`src/rtl/smc_wr_pkg.sv`:
```
package smc_wr_pkg;

    typedef enum logic {
        SEQ_IDLE = 1'b0,
        SEQ_BUSY = 1'b1
    } seq_state_e;

    typedef enum logic {
        CTRL_BY_CS = 1'b0,
        CTRL_BY_WE = 1'b1
    } wr_ctrl_e;

    // Slots of the latched edge bundle
    localparam int E_WE_ON  = 0;
    localparam int E_WE_OFF = 1;
    localparam int E_CS_ON  = 2;
    localparam int E_CS_OFF = 3;
    localparam int E_OE_ON  = 4;
    localparam int E_LAST   = 5;
    localparam int EDGE_CNT = 6;

    function automatic int unsigned eff_pulse(input int unsigned p);
        return (p == 0) ? 1 : p;
    endfunction

    function automatic int unsigned max_u(input int unsigned a, input int unsigned b);
        return (a > b) ? a : b;
    endfunction

endpackage

```
`src/rtl/smc_wr_cfg_sel.sv`:
```
module smc_wr_cfg_sel
    import smc_wr_pkg::*;
#(
    parameter int NUM_CS = 4,
    parameter int CNT_W  = 6,
    parameter int SEL_W  = 2,
    parameter int LEN_W  = 7
) (
    input  logic [SEL_W-1:0]          sel,
    input  logic [NUM_CS*CNT_W-1:0]   cfg_we_setup,
    input  logic [NUM_CS*CNT_W-1:0]   cfg_we_pulse,
    input  logic [NUM_CS*CNT_W-1:0]   cfg_we_cycle,
    input  logic [NUM_CS*CNT_W-1:0]   cfg_cs_setup,
    input  logic [NUM_CS*CNT_W-1:0]   cfg_cs_pulse,
    input  logic [NUM_CS*CNT_W-1:0]   cfg_cs_cycle,
    input  logic [NUM_CS-1:0]         cfg_ctrl_we,
    output logic [EDGE_CNT*LEN_W-1:0] edges_o,
    output logic                      ctrl_o
);

    int                idx;
    logic [CNT_W-1:0]  f_ws, f_wp, f_wc, f_cs, f_cp, f_cc;
    int unsigned       u_we_end, u_cs_end, u_total;

    assign idx = int'(sel);

    always_comb begin
        f_ws = cfg_we_setup[idx*CNT_W +: CNT_W];
        f_wp = cfg_we_pulse[idx*CNT_W +: CNT_W];
        f_wc = cfg_we_cycle[idx*CNT_W +: CNT_W];
        f_cs = cfg_cs_setup[idx*CNT_W +: CNT_W];
        f_cp = cfg_cs_pulse[idx*CNT_W +: CNT_W];
        f_cc = cfg_cs_cycle[idx*CNT_W +: CNT_W];
        ctrl_o = cfg_ctrl_we[sel];

        u_we_end = int'(f_ws) + eff_pulse(int'(f_wp));
        u_cs_end = int'(f_cs) + eff_pulse(int'(f_cp));
        u_total  = max_u(max_u(int'(f_wc), int'(f_cc)), max_u(u_we_end, u_cs_end));

        edges_o = '0;
        edges_o[E_WE_ON*LEN_W  +: LEN_W] = LEN_W'(f_ws);
        edges_o[E_WE_OFF*LEN_W +: LEN_W] = LEN_W'(u_we_end);
        edges_o[E_CS_ON*LEN_W  +: LEN_W] = LEN_W'(f_cs);
        edges_o[E_CS_OFF*LEN_W +: LEN_W] = LEN_W'(u_cs_end);
        edges_o[E_OE_ON*LEN_W  +: LEN_W] = ctrl_o ? LEN_W'(f_ws) : LEN_W'(f_cs);
        edges_o[E_LAST*LEN_W   +: LEN_W] = LEN_W'(u_total - 1);
    end

endmodule

```
`src/rtl/smc_wr_seq.sv`:
```
module smc_wr_seq
    import smc_wr_pkg::*;
#(
    parameter int LEN_W = 7
) (
    input  logic                      clk,
    input  logic                      rst,
    input  logic                      req_valid,
    input  logic [EDGE_CNT*LEN_W-1:0] edges_in,
    output logic                      req_ready,
    output logic                      accept,
    output logic                      active,
    output logic                      done,
    output logic [LEN_W-1:0]          cnt,
    output logic [EDGE_CNT*LEN_W-1:0] edges_q
);

    seq_state_e       state_q;
    logic [LEN_W-1:0] cnt_q;
    logic [LEN_W-1:0] last_q;

    assign last_q    = edges_q[E_LAST*LEN_W +: LEN_W];
    assign req_ready = (state_q == SEQ_IDLE);
    assign accept    = req_ready && req_valid;
    assign active    = (state_q == SEQ_BUSY);
    assign done      = active && (cnt_q == last_q);
    assign cnt       = cnt_q;

    always_ff @(posedge clk) begin
        if (rst) begin
            state_q <= SEQ_IDLE;
            cnt_q   <= '0;
            edges_q <= '0;
        end else begin
            case (state_q)
                SEQ_IDLE: begin
                    if (req_valid) begin
                        state_q <= SEQ_BUSY;
                        cnt_q   <= '0;
                        edges_q <= edges_in;
                    end
                end
                default: begin
                    if (cnt_q == last_q) begin
                        state_q <= SEQ_IDLE;
                        cnt_q   <= '0;
                    end else begin
                        cnt_q <= cnt_q + LEN_W'(1);
                    end
                end
            endcase
        end
    end

    // the block is ready again right after the last cycle
    assert_ready_after_done_R2: assert property (@(posedge clk) disable iff (rst)
        done |=> req_ready);

    // the count never passes the final cycle
    assert_cnt_bound_R3: assert property (@(posedge clk) disable iff (rst)
        active |-> (cnt_q <= last_q));

    // no second acceptance while an access runs
    assert_busy_blocks_R2: assert property (@(posedge clk) disable iff (rst)
        (active && !done) |=> !req_ready);

endmodule

```
`src/rtl/smc_wr_strobe.sv`:
```
module smc_wr_strobe #(
    parameter int LEN_W = 7
) (
    input  logic             active,
    input  logic [LEN_W-1:0] cnt,
    input  logic [LEN_W-1:0] on_at,
    input  logic [LEN_W-1:0] off_at,
    output logic             asserted
);

    assign asserted = active && (cnt >= on_at) && (cnt < off_at);

endmodule

```
`src/rtl/smc_wr_capture.sv`:
```
module smc_wr_capture #(
    parameter int W = 8
) (
    input  logic         clk,
    input  logic         rst,
    input  logic         load,
    input  logic [W-1:0] d,
    output logic [W-1:0] q
);

    always_ff @(posedge clk) begin
        if (rst)       q <= '0;
        else if (load) q <= d;
    end

endmodule

```
`src/rtl/smc_write_timing_gen.sv`:
```
module smc_write_timing_gen
    import smc_wr_pkg::*;
#(
    parameter int NUM_CS = 4,
    parameter int ADDR_W = 24,
    parameter int DATA_W = 32,
    parameter int CNT_W  = 6,
    localparam int SEL_W = (NUM_CS > 1) ? $clog2(NUM_CS) : 1,
    localparam int BE_W  = DATA_W / 8
) (
    input  logic                    clk,
    input  logic                    rst,
    input  logic                    req_valid,
    output logic                    req_ready,
    input  logic [SEL_W-1:0]        req_cs,
    input  logic [ADDR_W-1:0]       req_addr,
    input  logic [DATA_W-1:0]       req_wdata,
    input  logic [BE_W-1:0]         req_be,
    input  logic [NUM_CS*CNT_W-1:0] cfg_we_setup,
    input  logic [NUM_CS*CNT_W-1:0] cfg_we_pulse,
    input  logic [NUM_CS*CNT_W-1:0] cfg_we_cycle,
    input  logic [NUM_CS*CNT_W-1:0] cfg_cs_setup,
    input  logic [NUM_CS*CNT_W-1:0] cfg_cs_pulse,
    input  logic [NUM_CS*CNT_W-1:0] cfg_cs_cycle,
    input  logic [NUM_CS-1:0]       cfg_ctrl_we,
    output logic [NUM_CS-1:0]       mem_cs_n,
    output logic                    mem_we_n,
    output logic [ADDR_W-1:0]       mem_addr,
    output logic [BE_W-1:0]         mem_be_n,
    output logic [DATA_W-1:0]       mem_wdata,
    output logic                    mem_data_oe,
    output logic                    wr_done
);

    localparam int LEN_W = CNT_W + 1;

    typedef struct packed {
        logic [SEL_W-1:0]  sel;
        wr_ctrl_e          ctrl;
        logic [ADDR_W-1:0] addr;
        logic [DATA_W-1:0] data;
        logic [BE_W-1:0]   be;
    } payload_t;

    logic [EDGE_CNT*LEN_W-1:0] edges_w, edges_q;
    logic                      ctrl_w;
    logic                      accept, active;
    logic [LEN_W-1:0]          cnt;
    logic                      we_on, cs_on, oe_on;
    logic [LEN_W-1:0]          oe_off;
    payload_t                  pay_d, pay_q;

    smc_wr_cfg_sel #(
        .NUM_CS(NUM_CS), .CNT_W(CNT_W), .SEL_W(SEL_W), .LEN_W(LEN_W)
    ) u_cfg (
        .sel(req_cs),
        .cfg_we_setup(cfg_we_setup), .cfg_we_pulse(cfg_we_pulse), .cfg_we_cycle(cfg_we_cycle),
        .cfg_cs_setup(cfg_cs_setup), .cfg_cs_pulse(cfg_cs_pulse), .cfg_cs_cycle(cfg_cs_cycle),
        .cfg_ctrl_we(cfg_ctrl_we),
        .edges_o(edges_w), .ctrl_o(ctrl_w)
    );

    smc_wr_seq #(.LEN_W(LEN_W)) u_seq (
        .clk(clk), .rst(rst), .req_valid(req_valid), .edges_in(edges_w),
        .req_ready(req_ready), .accept(accept), .active(active), .done(wr_done),
        .cnt(cnt), .edges_q(edges_q)
    );

    always_comb begin
        pay_d.sel  = req_cs;
        pay_d.ctrl = wr_ctrl_e'(ctrl_w);
        pay_d.addr = req_addr;
        pay_d.data = req_wdata;
        pay_d.be   = req_be;
    end

    smc_wr_capture #(.W($bits(payload_t))) u_cap (
        .clk(clk), .rst(rst), .load(accept), .d(pay_d), .q(pay_q)
    );

    smc_wr_strobe #(.LEN_W(LEN_W)) u_we (
        .active(active), .cnt(cnt),
        .on_at(edges_q[E_WE_ON*LEN_W +: LEN_W]), .off_at(edges_q[E_WE_OFF*LEN_W +: LEN_W]),
        .asserted(we_on)
    );

    smc_wr_strobe #(.LEN_W(LEN_W)) u_cs (
        .active(active), .cnt(cnt),
        .on_at(edges_q[E_CS_ON*LEN_W +: LEN_W]), .off_at(edges_q[E_CS_OFF*LEN_W +: LEN_W]),
        .asserted(cs_on)
    );

    assign oe_off = edges_q[E_LAST*LEN_W +: LEN_W] + LEN_W'(1);

    smc_wr_strobe #(.LEN_W(LEN_W)) u_oe (
        .active(active), .cnt(cnt),
        .on_at(edges_q[E_OE_ON*LEN_W +: LEN_W]), .off_at(oe_off),
        .asserted(oe_on)
    );

    for (genvar gi = 0; gi < NUM_CS; gi++) begin : g_cs
        assign mem_cs_n[gi] = !(cs_on && (pay_q.sel == SEL_W'(gi)));
    end

    assign mem_we_n    = !we_on;
    assign mem_data_oe = oe_on;
    assign mem_addr    = pay_q.addr;
    assign mem_wdata   = pay_q.data;
    assign mem_be_n    = ~pay_q.be;

    // outputs idle after reset
    assert_reset_idle_R1: assert property (@(posedge clk)
        rst |=> (&mem_cs_n && mem_we_n && !mem_data_oe && !wr_done && req_ready));

    // never two chip selects at once
    assert_cs_onehot_R5: assert property (@(posedge clk) disable iff (rst)
        $onehot0(~mem_cs_n));

    // in strobe-controlled mode the data bus is driven while the strobe is low
    assert_oe_covers_we_R7: assert property (@(posedge clk) disable iff (rst)
        (!mem_we_n && pay_q.ctrl == CTRL_BY_WE) |-> mem_data_oe);

    // in chip-select-controlled mode the data bus is driven while the select is low
    assert_oe_covers_cs_R8: assert property (@(posedge clk) disable iff (rst)
        (!(&mem_cs_n) && pay_q.ctrl == CTRL_BY_CS) |-> mem_data_oe);

    // captured fields stay put inside an access
    assert_hold_fields_R9: assert property (@(posedge clk) disable iff (rst)
        (active && cnt != '0) |-> ($stable(mem_addr) && $stable(mem_wdata) && $stable(mem_be_n)));

    // a strobe low in one cycle of an access has a nonzero width even from a zero count
    assert_strobe_present_R6: assert property (@(posedge clk) disable iff (rst)
        $rose(active) |-> (edges_q[E_WE_OFF*LEN_W +: LEN_W] > edges_q[E_WE_ON*LEN_W +: LEN_W]));

endmodule

```
`config.mk`:
```
export PLATFORM = sky130hd
export DESIGN_NAME = smc_write_timing_gen
export DESIGN_NICKNAME = d
export VERILOG_FILES = /design/src/rtl/smc_wr_pkg.sv /design/src/rtl/smc_wr_cfg_sel.sv /design/src/rtl/smc_wr_seq.sv /design/src/rtl/smc_wr_strobe.sv /design/src/rtl/smc_wr_capture.sv /design/src/rtl/smc_write_timing_gen.sv
export SDC_FILE = /design/constraint.sdc
export NUM_CORES = 1
export LEC_CHECK = 0
export BUFFER_PORTS_ARGS = -buffer_cell sky130_fd_sc_hd__buf_4
export CAP_MARGIN = 40
export CORE_AREA = 2 2 127 129
export DETAILED_ROUTE_END_ITERATION = 10
export DIE_AREA = 0 0 129 131
export PLACE_DENSITY = 0.8
export REMOVE_ABC_BUFFERS = 1
export SLEW_MARGIN = 20
export SYNTH_ARGS = -nofsm -noshare
export SYNTH_HDL_FRONTEND = slang
export SYNTH_HIERARCHICAL = 1
export SYNTH_SLANG_ARGS = --single-unit
```
`constraint.sdc`:
```
create_clock -name clk -period 10.4 [get_ports clk]
set_input_delay 2.6 -clock clk [delete_from_list [all_inputs] [get_ports clk]]
set_output_delay 2.6 -clock clk [all_outputs]
set_load 0.05 [all_outputs]
```
==> flow_summary.yaml <==
outcome:
  status: "finished, final reports clean"
global_routing:
  globalRouteOverflowTotal: 0
  grt_pass1_wl_mm: 34.1
  antenna_found_initial: 2
  use_met2_pct: 44.2
  grt_util_all_layers_pct: 25.3
  grt_util_met1_pct: 30.1
  busiest_layer: "met2"
  grt_use_met3_pct: 5.05
  grt_pass1_vias: 7019
  grt_max_degree: 61
placement:
  dp_hpwl_mm: 16.9
  port_buffers: 280
  placed_area_mm2: 0.00984
  gp_congestion: 0.888
  dp.cells: 1288
route:
  drtIter0Drc: 373
  via_per_inst: 5.30
  drc: 0
  ant_nets: 0
  wl_mm: 21.8
  vias: 6922
  wl_per_cell_um: 16.7
  drt_pass1_iterations: 4
floorplanning:
  core_region_area_mm2: 0.0156
  die_height_um: 131
  fp.dieW_um: 129
  rows: 46
  initial_utilization_pct: 49.4
  pin_count: 281
  die_area_mm2: 0.0169
sta:
  drv_slew: 0
  timing.hold.ws_ns: 0.456
  fmax_mhz: 108
  setup_viol: 0
  hold_viol: 0
  min_period_over_period_pct: 88.9
  fin_crit_ns: 9.25
  fin_tns_setup_ns: 0
  max_slew.worst_pin.slew_ns: 0.927
  grt_setup_unrepaired: "false"
  maxSlewHeadroom_pct: 38.2
  finClkSkew_ns: 0.00755
clock_tree:
  cts_setup_buffers: 0
  cts-htree-levels: 3
  cts_hold_buf: 0
  cts_made_buffers: 9
  cts_buffer_depth: 2
  clk_latency_ns: 0.36
  cts_tree: "built"
  cts_root_buffer: "clkbuf_16"
  clk_pin_slew_worst_paths_ns: 0.08
  clock-sinks: 112
  ctsResizeCount: 0
power_and_ir_drop:
  p_int_uw: 1080
  p_clk_share_pct: 18.4
  switching_share_pct: 41.8
  peakVddDrop_uv: 143
  power.net_switching_uw: 775
  p_comb_share_pct: 52.9
  leakage_uw: 0.00469
  pwr-share-seq_pct: 28.7
  pwr_density_cell_mw_per_mm2: 183
worst_setup_path:
  cp.arrival_ns: 9.53
  start_kind: "input port"
  worstSetupPathType: "input port to flop"
  critPathTopFamily: "compound AO/OA/AOI/OAI gates"
  r2r_slack_ns: 7.61
  slowest_stage: "mux4_2"
  worstSetupEndpointType: "flop"
  cp_max_fo: 27
  crit_required_ns: 10.68
  critical_path.max_stage_delay_ns: 0.60
  crit_buf_inv: 4
layout:
  register_area_mm2: 0.00224
  final_cells: 1307
  fin_area_mm2: 0.0102
  multi_input_area_mm2: 0.00489
  area_delta_synth_final_pct: 31.9
  fill_cells: 1269
  layout.nets: 1370
  drive_above_1_share_pct: 34.4
  final_util_pct: 65.2
logic_synthesis:
  syn_area_mm2: 0.00771
  yosysWarningCount: 6
  avgSynthCellArea_um2: 9.33
  synth_cells: 826
worst_hold_path:
  hp-class: "flop to flop"
run:
  cap_violations: 0
==> tightest hold or removal path: stages, from the launching register on <==
cell and delay (ns):
dfxtp_1 0.31, nand2_1 0.05, a21oi_1 0.05
==> cell type report <==
cell class | instances | share of cell area [%]
multi-input combinational | 597 | 48.1
sequential | 112 | 22.1
timing repair buffer | 285 | 21.4
inverter | 79 | 2.94
tap | 216 | 2.66
clock buffer | 10 | 2.25
clock inverter | 6 | 0.591
antenna | 2 | 0.0492
==> layout by cell type, fill, tap and decap left out, types with 3 or more instances in the layout <==
cell type  instances
a211oi_1           3
a21o_1             7
a21oi_1           55
a21oi_2            3
a31oi_1            6
and3_1             6
buf_4            283
clkbuf_16          9
conb_1             3
dfxtp_1          112
ha_1              71
inv_1             76
inv_6              3
mux2_2             6
mux2i_1           76
mux4_2            37
nand2_1          107
nand2b_1           4
nand3_1           13
nand3b_1           6
nand4_1            5
nor2_1            77
nor2b_1            6
nor3_1             4
o211ai_1           9
o21a_1             8
o21ai_0           10
o21ai_1            3
o21bai_1           4
xnor2_1           17
xor2_1             6
==> power groups by stage <==
stage          Combinational (µW)  Sequential (µW)  Clock (µW)
4_1_cts                       973              533         346
3_5_place_dp                  969              542           0
3_3_place_gp                  939              540           0
6_report                      981              533         342
2_1_floorplan                 645              604           0
5_1_grt                      1080              541         363
==> worst paths after layout <==
path / startpoint / end / cells past startpoint
worst max-delay path: req_cs[0] / u_seq/edges_q[41] / 32
worst min-delay path: u_seq/edges_q[29] / u_seq/edges_q[29] / 2
worst max register to register: u_seq/active / u_cap/q[54] / 8
worst min register to register: u_seq/edges_q[29] / u_seq/edges_q[29] / 2
==> sequential cells by signal (all words and copies together), names as in the netlist <==
name           count
u_cap/q           62
u_seq/active       1
u_seq/edges_q     42
u_seq/cnt          7
==> per-layer routing <==
| metal | vias to the layer above | part of all wire, % | wire length (µm) |
|---|---|---|---|
| met5 | - | 0 | 0 |
| met4 | 0 | 3.7 | 795 |
| met3 | 50 | 5.2 | 1140 |
| met2 | 213 | 52 | 11300 |
| met1 | 3268 | 39 | 8590 |
| li1 | 3391 | - | - |
==> metrics by stage <==
stage	worst slack [ns]	total power (µW)
6_report	1.15	1860
5_1_grt	0.613	1980
4_1_cts	1.12	1850
3_5_place_dp	0.787	1510
3_3_place_gp	1.02	1480
2_1_floorplan	1.75	1250
Power figures use the tool's default switching activity.
